$ cat src/rtl/mbx_pkg.sv
package mbx_pkg;
  typedef enum logic [1:0] {PH_IDLE, PH_ISSUE, PH_WAIT, PH_REJECT} mbx_phase_e;

  localparam logic [7:0] ST_PENDING   = 8'h00;
  localparam logic [7:0] ST_OK        = 8'h55;
  localparam logic [7:0] ST_FAIL      = 8'hAA;
  localparam logic [7:0] ST_UNSUP     = 8'hFF;
  localparam logic [7:0] CMD_RD_ONE   = 8'd5;
  localparam int         DONE_BIT     = 7;

  function automatic logic cmd_known(input logic [7:0] c);
    return (c <= 8'd8) || (c >= 8'd16 && c <= 8'd19) ||
           (c >= 8'd32 && c <= 8'd38) || (c == 8'd48);
  endfunction
endpackage

$ cat src/rtl/mbx_decode.sv
module mbx_decode (
  input  logic [7:0] code,
  output logic       known
);
  assign known = mbx_pkg::cmd_known(code);
endmodule

$ cat src/rtl/mbx_regfile.sv
module mbx_regfile #(
  parameter int DATA_W  = 16,
  parameter int NPARAM  = 8,
  parameter int RES_IDX = 2,
  localparam int IDX_W  = $clog2(NPARAM)
) (
  input  logic                          clk,
  input  logic                          rst_n,
  input  logic                          par_we,
  input  logic [IDX_W-1:0]              par_idx,
  input  logic                          sub_we,
  input  logic [DATA_W-1:0]             wdata,
  input  logic                          ld_en,
  input  logic [DATA_W-1:0]             ld_data,
  output logic [NPARAM-1:0][DATA_W-1:0] par_q,
  output logic [DATA_W-1:0]             sub_q
);
  for (genvar i = 0; i < NPARAM; i++) begin : g_par
    if (i == RES_IDX) begin : g_res
      always_ff @(posedge clk) begin
        if (!rst_n)                                  par_q[i] <= '0;
        else if (ld_en)                              par_q[i] <= ld_data;
        else if (par_we && par_idx == IDX_W'(i))     par_q[i] <= wdata;
      end
    end else begin : g_plain
      always_ff @(posedge clk) begin
        if (!rst_n)                                  par_q[i] <= '0;
        else if (par_we && par_idx == IDX_W'(i))     par_q[i] <= wdata;
      end
    end
  end

  always_ff @(posedge clk) begin
    if (!rst_n)      sub_q <= '0;
    else if (sub_we) sub_q <= wdata;
  end
endmodule

$ cat src/rtl/mbx_ctrl.sv
module mbx_ctrl
  import mbx_pkg::*;
(
  input  logic        clk,
  input  logic        rst_n,
  input  logic        mbx_wr,
  input  logic [7:0]  wr_code,
  input  logic        wr_known,
  input  logic        flag_clr,
  input  logic        exe_done,
  input  logic        exe_err,
  output logic [15:0] mbx_word,
  output logic        busy,
  output logic        exe_req,
  output logic        done_flag,
  output logic        load_result
);
  mbx_phase_e ph_q;
  logic [7:0] code_q, stat_q;
  logic       finish;

  assign finish      = (ph_q == PH_WAIT && exe_done) || (ph_q == PH_REJECT);
  assign busy        = (ph_q != PH_IDLE);
  assign exe_req     = (ph_q == PH_ISSUE);
  assign load_result = (ph_q == PH_WAIT) && exe_done && !exe_err && (code_q == CMD_RD_ONE);
  assign mbx_word    = {stat_q, code_q};

  always_ff @(posedge clk) begin
    if (!rst_n) begin
      ph_q      <= PH_IDLE;
      code_q    <= '0;
      stat_q    <= ST_PENDING;
      done_flag <= 1'b0;
    end else begin
      case (ph_q)
        PH_IDLE: if (mbx_wr) begin
          code_q <= wr_code;
          stat_q <= ST_PENDING;
          ph_q   <= wr_known ? PH_ISSUE : PH_REJECT;
        end
        PH_ISSUE: ph_q <= PH_WAIT;
        PH_WAIT: if (exe_done) begin
          stat_q <= exe_err ? ST_FAIL : ST_OK;
          ph_q   <= PH_IDLE;
        end
        default: begin
          stat_q <= ST_UNSUP;
          ph_q   <= PH_IDLE;
        end
      endcase
      if (finish)        done_flag <= 1'b1;
      else if (flag_clr) done_flag <= 1'b0;
    end
  end
endmodule

$ cat src/rtl/cmd_mailbox.sv
module cmd_mailbox #(
  parameter int NPARAM = 8,
  parameter int DATA_W = 16,
  localparam int ADDR_W = $clog2(NPARAM + 3),
  localparam int IDX_W  = $clog2(NPARAM)
) (
  input  logic              clk,
  input  logic              rst_n,
  input  logic              host_we,
  input  logic [ADDR_W-1:0] host_waddr,
  input  logic [DATA_W-1:0] host_wdata,
  input  logic [ADDR_W-1:0] host_raddr,
  output logic [DATA_W-1:0] host_rdata,
  output logic              busy,
  output logic              irq,
  output logic              exe_req,
  output logic [7:0]        exe_cmd,
  output logic [DATA_W-1:0] exe_sub,
  output logic [DATA_W-1:0] exe_chan,
  output logic [DATA_W-1:0] exe_gain,
  input  logic              exe_done,
  input  logic              exe_err,
  input  logic [DATA_W-1:0] exe_result
);
  localparam logic [ADDR_W-1:0] A_SUB  = ADDR_W'(NPARAM);
  localparam logic [ADDR_W-1:0] A_MBX  = ADDR_W'(NPARAM + 1);
  localparam logic [ADDR_W-1:0] A_FLAG = ADDR_W'(NPARAM + 2);
  localparam int CHAN_IDX = 0;
  localparam int GAIN_IDX = 1;
  localparam int RES_IDX  = 2;

  logic [NPARAM-1:0][DATA_W-1:0] par_q;
  logic [DATA_W-1:0] sub_q;
  logic [15:0]       mbx_word;
  logic              known, done_flag, load_result;
  logic              par_we, mbx_wr, flag_clr;

  assign par_we   = host_we && (host_waddr < ADDR_W'(NPARAM));
  assign mbx_wr   = host_we && (host_waddr == A_MBX);
  assign flag_clr = host_we && (host_waddr == A_FLAG) && host_wdata[mbx_pkg::DONE_BIT];

  mbx_decode u_dec (.code(host_wdata[7:0]), .known(known));

  mbx_regfile #(.DATA_W(DATA_W), .NPARAM(NPARAM), .RES_IDX(RES_IDX)) u_rf (
    .clk, .rst_n, .par_we, .par_idx(host_waddr[IDX_W-1:0]),
    .sub_we(host_we && host_waddr == A_SUB), .wdata(host_wdata),
    .ld_en(load_result), .ld_data(exe_result), .par_q, .sub_q
  );

  mbx_ctrl u_ctl (
    .clk, .rst_n, .mbx_wr, .wr_code(host_wdata[7:0]), .wr_known(known),
    .flag_clr, .exe_done, .exe_err, .mbx_word, .busy, .exe_req,
    .done_flag, .load_result
  );

  assign irq      = done_flag;
  assign exe_cmd  = mbx_word[7:0];
  assign exe_sub  = sub_q;
  assign exe_chan = par_q[CHAN_IDX];
  assign exe_gain = par_q[GAIN_IDX];

  always_comb begin
    host_rdata = '0;
    if (host_raddr < ADDR_W'(NPARAM)) host_rdata = par_q[host_raddr[IDX_W-1:0]];
    else if (host_raddr == A_SUB)     host_rdata = sub_q;
    else if (host_raddr == A_MBX)     host_rdata = DATA_W'(mbx_word);
    else if (host_raddr == A_FLAG)    host_rdata = DATA_W'({done_flag, 7'b0});
  end
endmodule

$ cat config.mk
export PLATFORM = sky130hd
export DESIGN_NAME = cmd_mailbox
export DESIGN_NICKNAME = d
export VERILOG_FILES = /design/src/rtl/mbx_pkg.sv /design/src/rtl/mbx_decode.sv /design/src/rtl/mbx_regfile.sv /design/src/rtl/mbx_ctrl.sv /design/src/rtl/cmd_mailbox.sv
export SDC_FILE = /design/constraint.sdc
export NUM_CORES = 1
export LEC_CHECK = 0
export ABC_AREA = 1
export BUFFER_PORTS_ARGS = -buffer_cell sky130_fd_sc_hd__buf_4
export CORE_MARGIN = 2
export CORE_UTILIZATION = 60
export CTS_CLUSTER_DIAMETER = 80
export DETAILED_ROUTE_END_ITERATION = 6
export PLACE_DENSITY = 0.9
export SLEW_MARGIN = 20
export SYNTH_ARGS = -nofsm -noshare
export SYNTH_HDL_FRONTEND = slang
export SYNTH_SLANG_ARGS = --single-unit
$ cat constraint.sdc
create_clock -name clk -period 3 [get_ports clk]
set_input_delay 0.45 -clock clk [delete_from_list [all_inputs] [get_ports clk]]
set_output_delay 0.45 -clock clk [all_outputs]
set_load 0.01 [all_outputs]
## Word-level counts from Yosys, hierarchy flattened

Index checks and enable logic that the tools add are counted.

| word-level totals | value |
|---|---|
| bits in registers | 163 |
| bits of input ports | 45 |
| output and inout bits | 75 |
| logic and storage cells | 91 |

| cells by class | value |
|---|---|
| $lt $le $gt $ge | 8 |
| eq/ne operators | 20 |
| muxes and demuxes | 18 |
| bitwise gates (word level) | 1 |
| reductions and logical operators | 31 |

Operator list:

| kind | count |
|---|---|
| $mux 16 | 6 |
| $bmux 16 s3 | 1 |
| $mux 8 | 4 |
| $eq 4x4->1 const B | 6 |
| $pmux 8 s3 | 1 |
| $logic_and 1x1->1 | 18 |
| $eq 3x3->1 const B | 4 |
| $eq 8x3->1 const B | 1 |
| $eq 8x6->1 const B | 1 |
| $ge 8x5->1 const B | 1 |
| $ge 8x6->1 const B | 1 |
| $le 8x4->1 const B | 1 |
| $le 8x5->1 const B | 1 |
| $le 8x6->1 const B | 1 |
| $lt 4x4->1 const B | 2 |
| $eq 3x2->1 const B | 2 |
| $mux 2 | 3 |
| $pmux 2 s3 | 1 |
| $reduce_bool 2->1 | 3 |
| $eq 2x2->1 const B | 2 |
| $logic_or 1x1->1 | 4 |
| $lt 3x4->1 const B | 1 |
| $ne 2x2->1 const B | 2 |
| $reduce_and 2->1 | 2 |
| other kinds (8) | 9 |

## Longest topological paths before layout

Gate-level depths: netlist of run 1.

| depth | value |
|---|---|
| depth in word-level cells | 8 |
| mapped depth | 8 |
| gate-level depth less buffers | 8 |

## By module

From an unflattened synthesis of run 1, not the netlist that was laid out.

| second synthesis, totals | value |
|---|---|
| cells, all modules | 1248 |
| area total of the unflattened synthesis | 7893.8 µm² |

By module, submodules not included:

| module | times used | cells an instance | area an instance (µm²) | sequential area each (µm²) |
|---|---|---|---|---|
| mbx_regfile | 1 | 708 | 5311.3 | 2882.8 |
| cmd_mailbox | 1 | 446 | 1940.6 | 0.0 |
| mbx_ctrl | 1 | 77 | 569.3 | 260.2 |
| mbx_decode | 1 | 17 | 72.6 | 0.0 |

## Worst setup path after synthesis of run 1

OpenSTA, ideal clock, no wires.

| timing | value |
|---|---|
| kind | input -> output |
| start point | input host_raddr[0] |
| end point | output host_rdata[0] |
| arrival time | 1348 ps |
| required time | 2550 ps |
| slack | 1202 ps |
| cell stages on the path | 7 |
| buffers on the path | 2 |
| cell sequence | buf_2 nor2_2 nand2_1 inv_1 buf_2 nand2_1 nand3_1 |

| between the ends | value |
|---|---|
| word-level cells in the longest chain between the ends | 4 |
| elaborated cells on any way between the ends | 8 |

RTL lines:

| what | line | text |
|---|---|---|
| from (decl) | cmd_mailbox.sv:12 | `input logic [ADDR_W-1:0] host_raddr,` |
| $eq 4x4->1 | cmd_mailbox.sv:66 | `else if (host_raddr == A_MBX) host_rdata = DATA_W'(mbx_word);` |
| $mux 16 | cmd_mailbox.sv:66 |  |
| $mux 16 | cmd_mailbox.sv:65 | `else if (host_raddr == A_SUB) host_rdata = sub_q;` |
| $mux 16 * | cmd_mailbox.sv:64 | `if (host_raddr < ADDR_W'(NPARAM)) host_rdata = par_q[host_raddr[IDX_W-1:0]];` |
| to (decl) | cmd_mailbox.sv:13 | `output logic [DATA_W-1:0] host_rdata,` |

Every way passes the cells marked *; elsewhere a longest branch is shown, timed or not. The select of a mux whose other input is x is not followed.

## Worst setup path after layout of run 1

| timing | value |
|---|---|
| start point | input host_raddr[0] |
| end point | output host_rdata[9] |

The elaborated chain is that of the path after synthesis.

==> results of run 1 <==
[final timing paths]
path | from | endpoint | slack (ns) | depth (start not counted)
hold / removal | host_wdata[15] | u_rf.par_q[31] | 0.35 | 3
hold reg to reg | u_rf.par_q[127] | u_rf.par_q[127] | 0.45 | 2
setup reg to reg | u_ctl.code_q[7] | u_rf.par_q[35] | 1.14 | 8
setup / recovery | host_raddr[0] | host_rdata[9] | 0.53 | 7
[layout make-up]
class	instances	area, um2	area share [%]
multi-input cells	733	3400	39.1
flip-flops and latches	157	3140	36.2
repair buffers	136	1020	11.7
clock buffers	19	433	4.98
inverters	102	383	4.41
well taps	168	210	2.42
clock inverters	11	98.8	1.14
[synth_stat cells, types with 6 or more instances]
library cell / number / area (um2)
nand2_1: 186 / 698
o21ai_0: 140 / 701
buf_1: 10 / 37.5
nand3_1: 127 / 636
nor2_1: 104 / 390
dfxtp_1: 157 / 3140
a21oi_1: 125 / 626
nand4_1: 20 / 125
or2_2: 8 / 50.1
clkinv_1: 6 / 22.5
buf_4: 40 / 300
nor2_4: 6 / 67.6
clkbuf_1: 37 / 139
buf_2: 29 / 145
nor2_2: 6 / 37.5
inv_1: 93 / 349
[worst min-delay path, cell delays in order]
cell    delay (ns)
buf_4         0.15
nor2_1        0.06
nor2_1        0.09
[placed cells by master, fill, tap and decap left out]
cell,Yosys,routed
dfxtp_1,157,157
o21ai_1,4,4
clkbuf_1,37,2
clkinv_4,0,1
buf_4,40,136
nand2_2,3,3
clkinv_1,6,6
nand4_1,20,20
bufinv_16,0,1
o21ai_0,140,140
nor2_2,6,6
nand3b_1,1,1
clkbuf_16,0,17
nand2_1,186,186
or2_2,8,8
inv_2,3,3
a21oi_1,125,125
nor2_4,6,6
nor2_1,104,104
nand3_2,1,1
clkinvlp_4,0,6
nand3_1,127,127
and2_1,1,1
clkinv_2,0,3
o211ai_1,1,1
inv_1,93,93
[power by group through the flow]
stage	clock network, mW	logic (mW)	registers [mW]
CTS	1.97	0.450	2.16
finish	1.98	0.459	2.16
floorplan	0	0.279	2.19
global route	2.08	0.496	2.16
detailed placement	0	0.445	2.20
global placement	0	0.437	2.20
[through the flow]
stage	utilization [%]	hold slack [ns]	worst slack [ns]	cell area [um2]
final	71.5	0.353	0.533	8690
after global routing	71.5	0.363	0.422	8690
after CTS	71.5	0.342	0.575	8690
after detailed placement	67.1	0.442	0.579	8160
after global placement	67.1	0.436	0.630	8160
after floorplan	-	0.425	1.20	7550
[metal layers]
metal	track usage, %	wire length (um)
met5	0	0
met1	47.7	9320
met2	49.2	9790
met4	13.6	672
met3	7.01	2420
[flip-flops by register name, summed over array words and instances (netlist names)]
name,cells
u_rf.sub_q,16
u_rf.par_q,128
u_ctl.code_q,8
u_ctl.stat_q,2
u_ctl.done_flag,1
u_ctl.ph_q,2
[kinds of logic after synthesis]
family / count (synthesis) / share of synthesized area, %
buffers and inverters: 218 / 13.3
AO/OA/AOI/OAI: 270 / 17.9
flip-flops: 157 / 41.6
AND/OR/NAND/NOR: 463 / 27.1
==> impl_metrics.toml, run 1 <==
[power_and_ir_drop]
ir_drop_mv = 0.364
seqPwrFrac_pct = 47.0
power_density_mw_per_mm2 = 529
p_sw_share_pct = 25.6
pwr-share-clk_pct = 43.0
power_switching_mw = 1.18
power_mw = 4.59
intPower_mw = 3.42
leakage_nw = 3.80
combPwrFrac_pct = 10.0

[grt]
grtUsageTotal_pct = 33.3
antenna_found_initial = 0
grt_start_max_net_pins = 62
overflow = 0
grt_first_pass_wirelength_um = 34700
grt_pass1_vias = 6561

[cells_and_area]
syn2layout_area_growth_pct = 15.1
drive_gt1_share_pct = 16.5
instances_no_fill = 1326
n_fill_cell = 927
diodes = 0
num-nets-final = 1192

[place]
place_inst = 1296
hpwl_um = 14900
port_buffers = 119
gp_congestion = 0.967

[timing]
tightest_slew_ns = 0.781
hold_viol = 0
fin_crit_ns = 2.47
rsz0062_at_grt = "no"
slew_violations = 0
post-route-period-util_pct = 82.2
relSlewSlack_pct = 47.8
max_freq_mhz = 405
fin_skew_ns = 0.00595
setup_violations = 0
final.setup.tns_ns = 0

[route]
wl_um = 22200
via_per_inst = 5.78
ant_nets = 0
drt_iter0_drc = 900
dr.pass1.iters = 5
drt-wirelength-per-cell_um = 16.7
dr_total_vias = 7662
drcViolationCount = 0

[setup_path]
startpoint_type = "input pin"
crit_chain = "buf_4 > inv_1 > nor2_2 > and2_1 > nand2_1 > nand3_1 > buf_4"
critPathSlowestCell = "buf_4"
worstPathArrival_ns = 2.02
worst_path_most_repeated_cell = "buf_4"
required_ns = 2.55
critPathKind = "input pin to output port"
crit_fanout = 47
cpPeakStageDelay_ns = 0.38
crit_path_end_kind = "output port"
crit_buf_inv = 3
path_delay_family = "simple AND/OR/NAND/NOR gates"

[logic_synthesis]
synth.distinct_cells = 23
synth_flop_cell = "dfxtp_1"
synth_edf_count = 0
synthCells = 1108
ys_seq_area_share_pct = 41.6
synth-seq-cells = 157
syn_nets = 1153
syn_avg_cell_area_um2 = 6.81
netlist_area_mm2 = 0.00755
async_flop_share_pct = 0
yosys_warnings = 0

[clock_network]
cts-root-buf = "clkbuf_16"
postCtsHoldBufs = 0
cts_setup_buffers = 0
cts_tree = "built"
numCtsBuffers = 17
h-tree-depth = 4
clk_latency_ns = 0.43
clock_path_buffers = 2
cts.sinks = 157
cts_resized = 0
clkTransAtPathRegs_ns = 0.06

[die]
std_cell_rows = 40
placeableCoreArea_mm2 = 0.0122
die_width_um = 116
dieArea_mm2 = 0.0135
start_util_pct = 62.1
ios = 120
die_h_um = 116

[status]
outcome = "finished clean"

[job]
maxCapViolations = 0

[min_path]
hold_path.class = "input pin to flop"
(Power assumes the default switching activity.)
==> run 2: changes to the inputs <==
--- a/config.mk
+++ b/config.mk
@@ -5,13 +5,13 @@
 export SDC_FILE = /design/constraint.sdc
 export NUM_CORES = 1
 export LEC_CHECK = 0
-export ABC_AREA = 1
+export ABC_AREA = 0
 export BUFFER_PORTS_ARGS = -buffer_cell sky130_fd_sc_hd__buf_4
 export CORE_MARGIN = 2
-export CORE_UTILIZATION = 60
+export CORE_UTILIZATION = 52
 export CTS_CLUSTER_DIAMETER = 80
 export DETAILED_ROUTE_END_ITERATION = 6
-export PLACE_DENSITY = 0.9
+export PLACE_DENSITY = 0.83
 export SLEW_MARGIN = 20
 export SYNTH_ARGS = -nofsm -noshare
 export SYNTH_HDL_FRONTEND = slang
==> constraint.sdc (replaced) <==
create_clock -name clk -period 2 [get_ports clk]
set_input_delay 0.3 -clock clk [delete_from_list [all_inputs] [get_ports clk]]
set_output_delay 0.3 -clock clk [all_outputs]
set_load 0.01 [all_outputs]
==> impl_metrics.toml, run 2 <==
[logic_synthesis]
synth.distinct_cells = 42
synth_common_cells = "dfxtp_1, o21ai_0, nand3_1, a21oi_1, clkbuf_1"
netlist_area_mm2 = 0.00779
ys_seq_area_share_pct = 40.3
yosys_warnings = 0
yosys-top-cells-area = "dfxtp_1, o21ai_0, nand3_1, mux4_2, a21oi_1"
synth_edf_count = 0
synth_top_area_share_pct = 40.3
syn_avg_cell_area_um2 = 8.47
async_flop_share_pct = 0
syn_nets = 965
synth_flop_cell = "dfxtp_1"
synthCells = 920
synth_top_cell_by_area = "dfxtp_1"
synth-seq-cells = 157

[timing]
tightest_slew_ns = 0.988
rsz0062_at_grt = "yes"
slew_violations = 0
holdWs_ns = 0.195
fin_skew_ns = 0.00628
fin_crit_ns = 2.01
setup_violations = 2
hold_viol = 0
layout_setup_ws_ns = -0.0147
max_freq_mhz = 496
relSlewSlack_pct = 34.2
post-route-period-util_pct = 101

[die]
start_util_pct = 53.4
std_cell_rows = 44
die_width_um = 126
ios = 120
dieArea_mm2 = 0.0160
placeableCoreArea_mm2 = 0.0146
die_h_um = 126

[setup_path]
rrSetupSlack_ns = 0.06
r2r-start = "u_ctl.code_q[1]"
critPathSlowestCell = "mux4_2"
critPathCapture = "host_rdata[3]"
startpoint_type = "flop"
cpPeakStageDelay_ns = 0.46
critPathKind = "flop to output port"
crit_fanout = 2
crit_chain = "mux4_2 > a22oi_2 > o21ai_1 > buf_4"
required_ns = 1.70
cp-startpoint = "u_rf.par_q[35]"
worstPathArrival_ns = 1.71
reg2regPathDepth = 5
rr_endpoint = "u_rf.par_q[40]"
crit_path_end_kind = "output port"

[place]
place_inst = 1110
placed_area_mm2 = 0.00864
hpwl_um = 16100
port_buffers = 119
pre_cts_ws_ns = -0.0629
gp_congestion = 0.883

[cells_and_area]
num-nets-final = 990
n_fill_cell = 1168
max_flop_register = "u_rf.par_q"
drive_gt1_share_pct = 30.0
regArea_mm2 = 0.00317
diodes = 0
syn2layout_area_growth_pct = 20.3
multi_input_area_mm2 = 0.00403
design_area_mm2 = 0.00938
instances_no_fill = 1142
layout_common_cells = "buf_4, nand3_1, o21ai_0"
largest_reg_flops = 128
largestRegisters = "u_rf.par_q x128, u_rf.sub_q x16, u_ctl.code_q x8"
final_common_cell = "buf_4"

[job]
maxCapViolations = 0

[power_and_ir_drop]
power_density_mw_per_mm2 = 749
leakage_nw = 3.22
ir_drop_mv = 0.632

[min_path]
hold_path.class = "input pin to flop"

[clock_network]
clk_latency_ns = 0.42
cts-root-buf = "clkbuf_16"
cts_setup_buffers = 0
cts.sinks = 157
h-tree-depth = 4
clock_path_buffers = 2
clkTransAtPathRegs_ns = 0.07
cts_tree = "built"
numCtsBuffers = 17

[grt]
grt_first_pass_wirelength_um = 40700
overflow = 0
grt_pass1_vias = 7313
grtUsageTotal_pct = 32.4
antenna_found_initial = 0
grt_start_max_net_pins = 65

[route]
drt_iter0_drc = 1178
drt-wirelength-per-cell_um = 23.1
dr.pass1.iters = 6
via_per_inst = 6.96
dr_total_vias = 7943
drcViolationCount = 0
ant_nets = 0
wl_um = 26400

[status]
violations = "setup timing"
outcome = "finished, violations left"
-- run 2: cell types whose count changed after synthesis, sizes merged, moves of 16 or more --
cell,change
a31oi,+16
buf,-20
clkbuf,+65
inv,-93
mux2i,+16
mux4,+32
nand2,-185
nand3,+17
nor2,-112
o21ai,+17
o41ai,+16
-- run 2: through the flow --
stage	power (mW)	setup TNS [ns]	utilization, %
final	7.03	-0.0183	64.3
after global routing	7.22	-0.237	64.3
after CTS	6.99	0	63.6
after detailed placement	3.97	-0.0629	59.2
after global placement	3.97	-0.0178	59.2
after floorplan	3.67	0	-
-- run 2: routing by layer --
| metal | part of all wire (%) | global-route usage (%) | routed length (um) | vias up |
|---|---|---|---|---|
| li1 | - | - | - | 3427 |
| met4 | 5.9 | 17.7 | 1540 | 0 |
| met3 | 12 | 6.79 | 3060 | 121 |
| met5 | 0 | 0 | 0 | - |
| met1 | 36 | 42.2 | 9550 | 3763 |
| met2 | 46 | 50.5 | 12200 | 632 |
-- run 2: worst min path at each step --
stage                     from         endpoint  depth (start not counted)  slack, ns
2_1_floorplan  u_rf.par_q[100]  u_rf.par_q[100]                          2       0.45
3_3_place_gp    u_rf.par_q[64]   u_rf.par_q[64]                          2       0.46
3_5_place_dp    u_rf.par_q[98]   u_rf.par_q[98]                          2       0.46
4_1_cts          host_wdata[9]    u_rf.par_q[9]                          3       0.18
5_1_grt         host_wdata[13]   u_rf.par_q[61]                          3       0.19
6_report         exe_result[4]   u_rf.par_q[36]                          3       0.19
-- run 2: worst max-delay path, delay by kind of cell (launching register included) --
family	cells	cell delay (ns)
buffers and inverters	1	0.15
AO/OA/AOI/OAI	2	0.35
flip-flops	1	0.34
multiplexers	1	0.46
-- run 2: report_power, final --
part           switching, mW  internal [mW]  total [mW]  leakage, nW
logic                  0.492          0.262       0.754         1.69
clock network           1.40           1.68        3.08        0.253
registers             0.0325           3.17        3.20         1.28
total                   1.92           5.10        7.03         3.22
-- run 2: kinds of logic (layout without fill, tap and decap cells) --
group,after synthesis,after routing,share of synthesized area (%)
buf+inv,165,203,10.2
mux,48,48,11.3
flops,157,157,40.3
compound gates,368,368,25.9
simple gates,182,182,12.3
-- run 2: area by class of cell --
type	count	area share [%]
Clock buffer	19	4.83
Clock inverter	13	1.15
Inverter	4	0.187
Multi-Input combinational cell	598	43.0
Sequential cell	157	33.8
Tap cell	184	2.45
Timing Repair Buffer	167	14.6
-- run 2: repair_timing --
action                                 CTS  global route
resized for setup                       27            38
setup endpoints to repair               14            30
hold buffers                             0             0
pin swaps                                3            13
endpoints found under the hold margin    0             0
==> run 3: changes to the inputs <==
--- a/config.mk
+++ b/config.mk
@@ -7,11 +7,13 @@
 export LEC_CHECK = 0
 export ABC_AREA = 0
 export BUFFER_PORTS_ARGS = -buffer_cell sky130_fd_sc_hd__buf_4
+export CELL_PAD_IN_SITES_DETAIL_PLACEMENT = 0
+export CELL_PAD_IN_SITES_GLOBAL_PLACEMENT = 1
 export CORE_MARGIN = 2
-export CORE_UTILIZATION = 52
+export CORE_UTILIZATION = 39
 export CTS_CLUSTER_DIAMETER = 80
 export DETAILED_ROUTE_END_ITERATION = 6
-export PLACE_DENSITY = 0.83
+export PLACE_DENSITY = 0.76
 export SLEW_MARGIN = 20
 export SYNTH_ARGS = -nofsm -noshare
 export SYNTH_HDL_FRONTEND = slang
==> impl_metrics.toml, run 3 (synthesis results as in run 2) <==
[status]
outcome = "finished, violations left"
violations = "setup timing"

[route]
drcViolationCount = 0
route.met3.wl_um = 2130
via_per_inst = 6.26
top_layer = "met4"
ant_nets = 0
drt-wirelength-per-cell_um = 23.1
dr_total_vias = 7719
routed-wl-met2_um = 13300
drt-met1-wl_um = 12400
dr.pass1.iters = 7
drt_iter0_drc = 867
wl_um = 28500

[timing]
holdWs_ns = 0.179
fin_crit_ns = 2.00
post-route-period-util_pct = 100
max_freq_mhz = 499
fin_skew_ns = 0.00445
hold_viol = 0
setup_violations = 1
tightest_slew_ns = 0.584
relSlewSlack_pct = 60.6
rsz0062_at_grt = "yes"
slew_violations = 0
layout_setup_ws_ns = -0.00436

[die]
ios = 120
die_h_um = 145
dieArea_mm2 = 0.0211
die_width_um = 145
placeableCoreArea_mm2 = 0.0195
start_util_pct = 39.9
std_cell_rows = 51

[grt]
grt_first_pass_wirelength_um = 43600
antenna_found_initial = 0
grt_pass1_vias = 7095
overflow = 0
grt_start_max_net_pins = 65
grtUsageTotal_pct = 26.2

[place]
gp_congestion = 0.832
placed_area_mm2 = 0.00884
port_buffers = 119
hpwl_um = 17700

[cells_and_area]
layout_common_cells = "buf_4, nand3_1, o21ai_0"
regArea_mm2 = 0.00318
largestRegisters = "u_rf.par_q x128, u_rf.sub_q x16, u_ctl.code_q x8"
num-nets-final = 1001
syn2layout_area_growth_pct = 24.6
n_fill_cell = 1894
drive_gt1_share_pct = 31.5
design_area_mm2 = 0.00971
max_flop_register = "u_rf.par_q"
multi_input_area_mm2 = 0.00406
largest_reg_flops = 128
final_common_cell = "buf_4"
diodes = 0
fin_util_pct = 49.8

[setup_path]
rrSetupSlack_ns = 0.04
critPathSlowestCell = "o311ai_4"
cp-startpoint = "u_ctl.code_q[7]"
crit_path_end_kind = "output port"
worstPathArrival_ns = 1.70
crit_chain = "buf_6 > nand2_4 > o22a_1 > o311ai_4 > buf_4"
crit_fanout = 3
critPathCapture = "host_rdata[7]"
critPathKind = "flop to output port"
r2r-start = "u_ctl.code_q[1]"
rr_endpoint = "u_rf.par_q[40]"
reg2regPathDepth = 5
worst-path-stages = 5
startpoint_type = "flop"
path_delay_family = "compound AO/OA/AOI/OAI gates"
required_ns = 1.70
cpPeakStageDelay_ns = 0.38
crit_buf_inv = 2

[job]
maxCapViolations = 0

[clock_network]
cts-root-buf = "clkbuf_16"
cts.sinks = 157
clkTransAtPathRegs_ns = 0.07
numCtsBuffers = 17
clk_latency_ns = 0.43
clock_path_buffers = 2
cts_tree = "built"
postCtsHoldBufs = 0
h-tree-depth = 4

[power_and_ir_drop]
ir_drop_mv = 0.604
power_density_mw_per_mm2 = 776
leakage_nw = 3.36

[min_path]
hold_path.class = "input pin to flop"
## run 3: layout make-up
type	instances	share of cell area [%]
multi-input combinational	598	41.8
sequential	157	32.7
timing repair buffer	178	15.4
clock buffer	22	4.88
tap	265	3.41
clock inverter	10	1.66
inverter	4	0.180
## run 3: worst reg2reg max path, cell delays in order (launching register included)
cell and delay [ns]:
dfxtp_1 0.34, or4b_1 0.67, buf_4 0.24, o41ai_1 0.34, buf_4 0.20, a31oi_1 0.04
## run 3: how the worst min path moves through the flow
stage / startpoint / to / slack [ns] / cells after the start
after global placement: u_rf.par_q[107] / u_rf.par_q[107] / 0.46 / 2
final: exe_result[3] / u_rf.par_q[35] / 0.18 / 3
after floorplan: u_rf.par_q[100] / u_rf.par_q[100] / 0.45 / 2
after detailed placement: u_rf.par_q[103] / u_rf.par_q[103] / 0.46 / 2
after CTS: exe_result[3] / u_rf.par_q[35] / 0.19 / 3
after global routing: host_wdata[13] / u_rf.par_q[13] / 0.19 / 3
## run 3: per-stage QoR
| stage | setup WS [ns] | cells | power (mW) | TNS (ns) |
|---|---|---|---|---|
| 2_1_floorplan | 0.0224 | 920 | 3.67 | 0 |
| 3_3_place_gp | -0.0970 | 1200 | 4.02 | -0.974 |
| 3_5_place_dp | -0.0999 | 1200 | 4.03 | -0.721 |
| 4_1_cts | -0.00115 | 1232 | 7.51 | -0.00115 |
| 5_1_grt | -0.0460 | 1234 | 7.71 | -0.192 |
| 6_report | -0.00436 | 1234 | 7.54 | -0.00436 |
## run 3: per-layer routing
metal / GRT usage (%) / vias to the layer above
met4: 9.12 / 0
met2: 40.7 / 372
met3: 4.80 / 44
met5: 0 / -
met1: 36.7 / 3846
li1: - / 3457
## run 3: report_power, final
group	internal (mW)	switching, mW	total (mW)	leakage [nW]
Combinational	0.279	0.518	0.797	1.78
Sequential	3.17	0.0298	3.20	1.28
Clock	2.19	1.36	3.54	0.302
Total	5.63	1.90	7.54	3.36
## run 3: timing repair
action,in CTS,in global routing
resized for setup,36,43
pin swaps,7,9
setup endpoints to repair,18,27
buffers inserted,0,2
